## config.mk

```make
export PLATFORM = sky130hd
export DESIGN_NAME = dom_access_gate
export DESIGN_NICKNAME = d
export VERILOG_FILES = /design/src/rtl/dag_pkg.sv /design/src/rtl/dag_ctrl_reg.sv /design/src/rtl/dag_domain_sel.sv /design/src/rtl/dag_perm_eval.sv /design/src/rtl/dom_access_gate.sv
export SDC_FILE = /design/constraint.sdc
export NUM_CORES = 1
export LEC_CHECK = 0
export ABC_CLOCK_PERIOD_IN_PS = 2800
export BUFFER_PORTS_ARGS = -buffer_cell sky130_fd_sc_hd__buf_4
export CAP_MARGIN = 0
export CORE_UTILIZATION = 36
export DETAILED_ROUTE_END_ITERATION = 10
export PLACE_DENSITY_LB_ADDON = 0.1
export SYNTH_ARGS = -nofsm -noshare
export SYNTH_HDL_FRONTEND = slang
export SYNTH_SLANG_ARGS = --single-unit
```

## constraint.sdc

```tcl
create_clock -name clk -period 2.8 [get_ports clk]
set_input_delay 0.84 -clock clk [delete_from_list [all_inputs] [get_ports clk]]
set_output_delay 0.84 -clock clk [all_outputs]
set_load 0.02 [all_outputs]
```

## src/rtl/dag_pkg.sv

```systemverilog
package dag_pkg;

   typedef enum logic [1:0] {
      ACC_READ      = 2'b00,
      ACC_WRITE     = 2'b01,
      ACC_FETCH     = 2'b10,
      ACC_FETCH_ALT = 2'b11
   } acc_kind_e;

   typedef enum logic [1:0] {
      FLT_NONE   = 2'd0,
      FLT_DOMAIN = 2'd1,
      FLT_EXEC   = 2'd2,
      FLT_PERM   = 2'd3
   } fault_e;

   typedef enum logic [1:0] {
      DOM_DENY    = 2'b00,
      DOM_CLIENT  = 2'b01,
      DOM_RSVD    = 2'b10,
      DOM_MANAGER = 2'b11
   } dom_mode_e;

   typedef enum logic [1:0] {
      AP_NONE       = 2'b00,
      AP_PRIV       = 2'b01,
      AP_PRIV_UREAD = 2'b10,
      AP_FULL       = 2'b11
   } ap_e;

endpackage

```

## src/rtl/dag_ctrl_reg.sv

```systemverilog
module dag_ctrl_reg #(
   parameter int REG_W = 32
) (
   input  logic             clk,
   input  logic             rst_n,
   input  logic             we,
   input  logic [REG_W-1:0] wdata,
   output logic [REG_W-1:0] q
);

   if (REG_W < 2) begin : g_bad_width
      $error("dag_ctrl_reg: REG_W must be at least 2");
   end

   always_ff @(posedge clk or negedge rst_n) begin
      if (!rst_n) q <= '0;
      else if (we) q <= wdata;
   end


   load_takes_chk: assert property (@(posedge clk) disable iff (!rst_n)
      we |=> (q == $past(wdata)));


   hold_when_idle_chk: assert property (@(posedge clk) disable iff (!rst_n)
      !we |=> $stable(q));

endmodule

```

## src/rtl/dag_domain_sel.sv

```systemverilog
module dag_domain_sel
   import dag_pkg::*;
#(
   parameter int NUM_DOMAINS = 16,
   parameter int FIELD_W     = 2,
   localparam int IDX_W      = $clog2(NUM_DOMAINS),
   localparam int REG_W      = NUM_DOMAINS * FIELD_W
) (
   input  logic [REG_W-1:0] ctrl,
   input  logic [IDX_W-1:0] idx,
   output dom_mode_e        mode
);

   if (FIELD_W != 2) begin : g_bad_field
      $error("dag_domain_sel: FIELD_W must be 2");
   end
   if (NUM_DOMAINS < 2 || (NUM_DOMAINS & (NUM_DOMAINS - 1)) != 0) begin : g_bad_count
      $error("dag_domain_sel: NUM_DOMAINS must be a power of two");
   end

   logic [FIELD_W-1:0] fields [NUM_DOMAINS];

   for (genvar d = 0; d < NUM_DOMAINS; d++) begin : g_split
      assign fields[d] = ctrl[d*FIELD_W +: FIELD_W];
   end

   assign mode = dom_mode_e'(fields[idx]);

endmodule

```

## src/rtl/dag_perm_eval.sv

```systemverilog
module dag_perm_eval
   import dag_pkg::*;
(
   input  ap_e       ap,
   input  logic      priv,
   input  acc_kind_e kind,
   output logic      perm_ok
);

   logic is_write;
   assign is_write = (kind == ACC_WRITE);

   always_comb begin
      unique case (ap)
         AP_NONE:       perm_ok = 1'b0;
         AP_PRIV:       perm_ok = priv;
         AP_PRIV_UREAD: perm_ok = priv | ~is_write;
         AP_FULL:       perm_ok = 1'b1;
         default:       perm_ok = 1'b0;
      endcase
   end


   always_comb begin
      if (ap == AP_NONE) no_access_denies_chk: assert (!perm_ok);
   end

endmodule

```

## src/rtl/dom_access_gate.sv

```systemverilog
module dom_access_gate
   import dag_pkg::*;
#(
   parameter int NUM_DOMAINS = 16,
   parameter int FIELD_W     = 2,
   parameter bit OUT_REG     = 1'b1,
   localparam int IDX_W      = $clog2(NUM_DOMAINS),
   localparam int REG_W      = NUM_DOMAINS * FIELD_W
) (
   input  logic             clk,
   input  logic             rst_n,
   input  logic             cfg_we,
   input  logic [REG_W-1:0] cfg_wdata,
   output logic [REG_W-1:0] cfg_rdata,
   input  logic             req_valid,
   input  logic [IDX_W-1:0] req_domain,
   input  logic [1:0]       req_perm,
   input  logic             req_xn,
   input  logic [1:0]       req_kind,
   input  logic             req_priv,
   output logic             rsp_valid,
   output logic             rsp_allow,
   output logic [1:0]       rsp_fault
);

   logic [REG_W-1:0] ctrl_q;
   dom_mode_e        mode;
   logic             perm_ok;
   logic             is_fetch;
   fault_e           fault_d;
   logic             allow_d;

   dag_ctrl_reg #(.REG_W(REG_W)) u_ctrl (
      .clk   (clk),
      .rst_n (rst_n),
      .we    (cfg_we),
      .wdata (cfg_wdata),
      .q     (ctrl_q)
   );

   assign cfg_rdata = ctrl_q;

   dag_domain_sel #(.NUM_DOMAINS(NUM_DOMAINS), .FIELD_W(FIELD_W)) u_sel (
      .ctrl (ctrl_q),
      .idx  (req_domain),
      .mode (mode)
   );

   dag_perm_eval u_perm (
      .ap      (ap_e'(req_perm)),
      .priv    (req_priv),
      .kind    (acc_kind_e'(req_kind)),
      .perm_ok (perm_ok)
   );

   assign is_fetch = req_kind[1];

   always_comb begin
      unique case (mode)
         DOM_MANAGER: fault_d = FLT_NONE;
         DOM_CLIENT: begin
            if (is_fetch && req_xn) fault_d = FLT_EXEC;
            else if (!perm_ok)      fault_d = FLT_PERM;
            else                    fault_d = FLT_NONE;
         end
         default: fault_d = FLT_DOMAIN;
      endcase
   end

   assign allow_d = req_valid && (fault_d == FLT_NONE);

   if (OUT_REG) begin : g_out_reg
      always_ff @(posedge clk or negedge rst_n) begin
         if (!rst_n) begin
            rsp_valid <= 1'b0;
            rsp_allow <= 1'b0;
            rsp_fault <= FLT_NONE;
         end else begin
            rsp_valid <= req_valid;
            rsp_allow <= allow_d;
            rsp_fault <= req_valid ? fault_d : FLT_NONE;
         end
      end


      valid_follows_chk: assert property (@(posedge clk) disable iff (!rst_n)
         req_valid |=> rsp_valid);


      idle_quiet_chk: assert property (@(posedge clk) disable iff (!rst_n)
         !req_valid |=> (!rsp_valid && !rsp_allow && rsp_fault == FLT_NONE));


      manager_allows_chk: assert property (@(posedge clk) disable iff (!rst_n)
         (req_valid && mode == DOM_MANAGER) |=> (rsp_allow && rsp_fault == FLT_NONE));


      deny_faults_chk: assert property (@(posedge clk) disable iff (!rst_n)
         (req_valid && (mode == DOM_DENY || mode == DOM_RSVD)) |=> (!rsp_allow && rsp_fault == FLT_DOMAIN));


      client_xn_fetch_chk: assert property (@(posedge clk) disable iff (!rst_n)
         (req_valid && mode == DOM_CLIENT && is_fetch && req_xn) |=> (rsp_fault == FLT_EXEC));


      client_perm_chk: assert property (@(posedge clk) disable iff (!rst_n)
         (req_valid && mode == DOM_CLIENT && !is_fetch && !perm_ok) |=> (rsp_fault == FLT_PERM));
   end else begin : g_out_comb
      assign rsp_valid = req_valid;
      assign rsp_allow = allow_d;
      assign rsp_fault = req_valid ? fault_d : FLT_NONE;
   end

endmodule

```

## After elaboration in Yosys (flattened, before gate mapping)

Cells that the tools add are included.

- Word-level logic and storage cells: 26
- Flip-flop bits (word level): 36
- Output and inout port bits: 36
- Bits of input ports: 46

- Reductions and logical operators: 4
- Order comparisons: 1
- Equality and inequality tests: 6
- Bitwise operators: 3
- Multiplexer cells: 8

Operators with widths:

| operator | number |
|---|---|
| 2-bit two-way mux | 5 |
| 2-bit binary-select mux with 4-bit select | 1 |
| 2-bit by 1-bit == test with 1-bit output, second input constant | 3 |
| 2-bit == test, second input constant | 3 |
| 5-bit >= comparator, second input constant | 1 |
| 4-bit NOT with 5-bit output | 1 |
| 2-bit logical NOT | 2 |
| 1-bit case mux with 4 select lines | 1 |
| 2-bit case mux with 2 select lines | 1 |
| 1-bit logical AND | 2 |
| 1-bit NOT | 1 |
| 1-bit OR | 1 |

## Longest topological paths before layout

- Depth after elaboration: 9
- Gate-level depth with buffers: 5

## By module

A second synthesis with hierarchy kept.

- Cells, all modules: 102
- Area, all modules: 1784.2 sq um

By module, submodules not included:

| module | area an instance (sq um) | times used | cells an instance | seq. area each (sq um) |
|---|---|---|---|---|
| dag_ctrl_reg | 1345.0 | 1 | 68 | 800.8 |
| dag_domain_sel | 269.0 | 1 | 21 | 0.0 |
| dom_access_gate | 146.4 | 1 | 10 | 100.1 |
| dag_perm_eval | 23.8 | 1 | 3 | 0.0 |

## Worst setup path before layout

Ideal clock, no wire load.

- Path type: input to register
- Start: input req_domain[2]
- End: register rsp_allow
- Path buffers: 1
- Cell stages on the path: 5
- Arrival time: 1.974 ns
- Library setup time: 0.122 ns
- Path slack: 0.705 ns
- Cell sequence: buf_6 mux4_1 mux2i_1 mux2i_1 o2111a_1

- Longest elaborated chain between the ends: 8
- Elaborated cells between the ends (all ways): 9
- Those cells by class: eq/ne: 2; mux: 4; bitwise: 1; reduce/logical: 2

Ends and longest elaborated chain:

| what | line | text |
|---|---|---|
| start: declaration | dom_access_gate.sv:16 | `input logic [IDX_W-1:0] req_domain,` |
| 4-bit NOT with 5-bit output (not written as such) (*) | dag_domain_sel.sv:27 | `assign mode = dom_mode_e'(fields[idx]);` |
| 2-bit binary-select mux with 4-bit select (*) | dag_domain_sel.sv:27 |  |
| 2-bit two-way mux (not written as such) (*) (2 in a row) | dag_domain_sel.sv:27 |  |
| 2-bit by 1-bit == test with 1-bit output / 2-bit == test (equally long branches) | dom_access_gate.sv:59 | `unique case (mode)` |
| 2-bit case mux with 2 select lines (*) | dom_access_gate.sv:59 |  |
| 2-bit logical NOT (*) | dom_access_gate.sv:70 | `assign allow_d = req_valid && (fault_d == FLT_NONE);` |
| 1-bit logical AND (*) | dom_access_gate.sv:70 |  |
| named net allow_d | dom_access_gate.sv:31 | `logic allow_d;` |
| end signal: assignment | dom_access_gate.sv:80 | `rsp_allow <= allow_d;` |
| end: declaration | dom_access_gate.sv:22 | `output logic rsp_allow,` |

Mark *: on every way through the listed nets, which the timed path passes. The rest lies on a longest branch. The select of a mux whose other input is x is not followed.
A chain may end at the register's enable or synchronous reset.

## Final worst setup path

Same ends and word-level chain as after synthesis.

==> results by group <==
Die
  • Die area: 0.00489 mm2
  • Die W: 69.9 um
  • I/O pin cnt: 82
  • Core Region: 0.00438 mm2
  • Initial core utilization: 0.379
  • Rows: 24
  • Die Span Y: 69.9 um

Detailed routing
  • Drt wl/cell: 15.3 um
  • Detailed-route vias per instance: 5.05
  • DR WL met2: 1770 um
  • Final wirelength: 3630 um
  • Met1 wire length: 1520 um
  • Drt first pass iters: 4
  • Met3 wire length: 278 um
  • Highest Signal Layer: met4
  • Via Count: 1197
  • Antenna-violating nets left: 0
  • Drt drc: 0
  • Initial DRC count: 20

Worst setup path
  • Register-to-Register Setup Slack: 1230 ps
  • CP startpoint kind: input port
  • Cell Chain, Critical Path: buf_4 -> mux4_1 -> mux2i_1 -> mux2i_1 -> o2111a_1
  • Crit end category: register
  • Setup Crit Path Kind: in -> reg
  • Worst Path Max Fanout: 8
  • Buffer and inverter count on the worst path: 1
  • Most used cell, CP: mux2i_1
  • RR Endpoint: rsp_allow
  • Top delay family on crit path: multiplexers
  • Critical path's slowest cell: mux4_1
  • Critical Path Max Stage Delay: 570 ps
  • Reg2Reg Launch Point: u_ctrl.q[15]
  • Crit path DAT: 2110 ps
  • Worst-case reg-to-reg path depth: 4
  • Worst EP required: 2970 ps

Finish
  • Commonest non-fill, non-tap cells in the layout: buf_4 (81), dfrtp_1 (36), mux2_2 (33)
  • Most common cell after layout, fill and taps aside: buf_4
  • # diodes: 0
  • Share of post-route cells with drive strength above 1: 0.659
  • Fin nets: 230
  • Layout area overhead: 43.6%

Pwr
  • Power share of the sequential group: 0.465
  • Total internal power: 0.957 mW
  • Logic pwr share: 0.252
  • VDD IR max: 0.265 mV
  • P_leak: 1.14 nW
  • Pwr dens: 553 mW/mm2
  • Switching power: 0.363 mW
  • Switch share: 0.275
  • Clock power frac: 0.283

Global routing
  • Vias in the first global route: 1258
  • First-pass GRT wire length: 6070 um
  • Largest net degree at the start of global routing: 37
  • Gr ovfl total: 0
  • All-Layer GR Usage: 0.163
  • Initial antenna violation count: 0

Timing
  • Hold slack: 497 ps
  • Fmax achieved: 516 MHz
  • Tcrit/Tclk final: 0.692
  • Relative slew slack: 0.701
  • Unrepaired setup endpoints after global routing: false
  • Fin. Hold Viols: 0
  • Slew at the pin with the worst max-slew slack: 449 ps
  • Fin. max-slew vios: 0
  • Setup-failing EPs final: 0
  • Period minus WS final: 1940 ps
  • Clock skew: 5.88 ps
  • Total negative slack: 0 ps

Synthesis
  • Mapped Cells: 103
  • Post-synthesis cell type count: 20
  • EDFF count, synth: 0
  • Async SR Flop Fraction: 1.00
  • Post-synthesis sequential area ratio: 0.542
  • Post-Syn Nets: 149
  • Ys Warns: 0
  • Main synth FF type: dfrtp_1
  • Synthesis-stage register bit count: 36
  • Synthesized area: 0.00166 mm2
  • Mean Syn Cell Area: 16.1 um2

Clocking
  • Clock Root Buffer: clkbuf_8
  • Clock transition at the registers of the reported paths: 70 ps
  • Cells resized by post-CTS repair: 0
  • H-tree Lvls: 2
  • Max clock buf depth: 2
  • Clock Latency Late Sink: 280 ps
  • CTS tree: built
  • Post-CTS setup buffers: 0
  • CTS sink count: 36
  • CTS buffer count: 5
  • Hold Buf Count CTS: 0

Placed design
  • Post-DP HPWL: 2710 um
  • Port bufs: 81
  • Routability Congestion: 0.806

Status
  • Status: finished clean

Flow run
  • Max cap viols: 0

Worst hold path
  • HP Class: in -> async
logic make-up (layout without fill, tap and decap cells):
group,after synthesis,in the layout,synth area share
muxes,46,46,0.380
and+or+nand+nor,6,6,0.0218
DFF,36,36,0.542
AOI/OAI and AO/OA,6,6,0.0279
buffers and inverters,9,91,0.0279
registers in the layout, summed over array words and instances, names as in the netlist:
register	flops
rsp_fault	2
u_ctrl.q	32
rsp_valid	1
rsp_allow	1
Yosys cell counts (all sizes together) (2+ instances only):
master	n	area, um2
nor2	2	7.51
buf	6	35.0
inv	2	7.51
nand2	2	7.51
mux2	33	372
mux4	8	210
dfrtp	36	901
mux2i	5	50.1
worst register-to-register path, cell delays in order, from the launching register on:
cell,delay [ps]
dfrtp_1,410
mux4_1,510
mux2i_1,140
mux2i_1,130
o2111a_1,260
power groups by stage:
stage	clock network [mW]	logic [mW]	registers, mW
final	0.373	0.333	0.614
after global routing	0.410	0.357	0.622
after CTS	0.382	0.338	0.615
after detailed placement	0	0.338	0.624
after global placement	0	0.330	0.624
after floorplan	0	0.115	0.678
worst max-delay path by stage:
stage	startpoint	to	slack [ps]	cells after the start
finish	req_domain[2]	rsp_allow	860	5
global route	req_domain[2]	rsp_allow	780	5
CTS	req_domain[2]	rsp_allow	840	5
detailed placement	req_domain[2]	rsp_allow	540	5
global placement	req_domain[2]	rsp_allow	590	5
floorplan	req_domain[2]	rsp_allow	700	5
final cells by class:
class	count	area (um2)
fill	386	2000
sequential	36	901
multi-input combinational	58	714
timing repair buffer	81	608
clock buffer	8	90.1
tap	52	65.1
inverter	2	7.51
routing by layer:
metal  vias to the layer above  track usage
met1                       583        0.212
li1                        554            -
met4                         0       0.0733
met3                         7       0.0491
met5                         -            0
met2                        53        0.252
per-stage QoR:
step	setup slack [ps]	area [um2]	instances	utilization	power (mW)
floorplan	705	1660	103	-	0.793
global placement	591	2300	229	0.524	0.955
detailed placement	537	2300	229	0.524	0.962
CTS	843	2390	237	0.544	1.34
global route	775	2390	237	0.544	1.39
finish	863	2390	237	0.544	1.32
(Power assumes the default switching activity.)
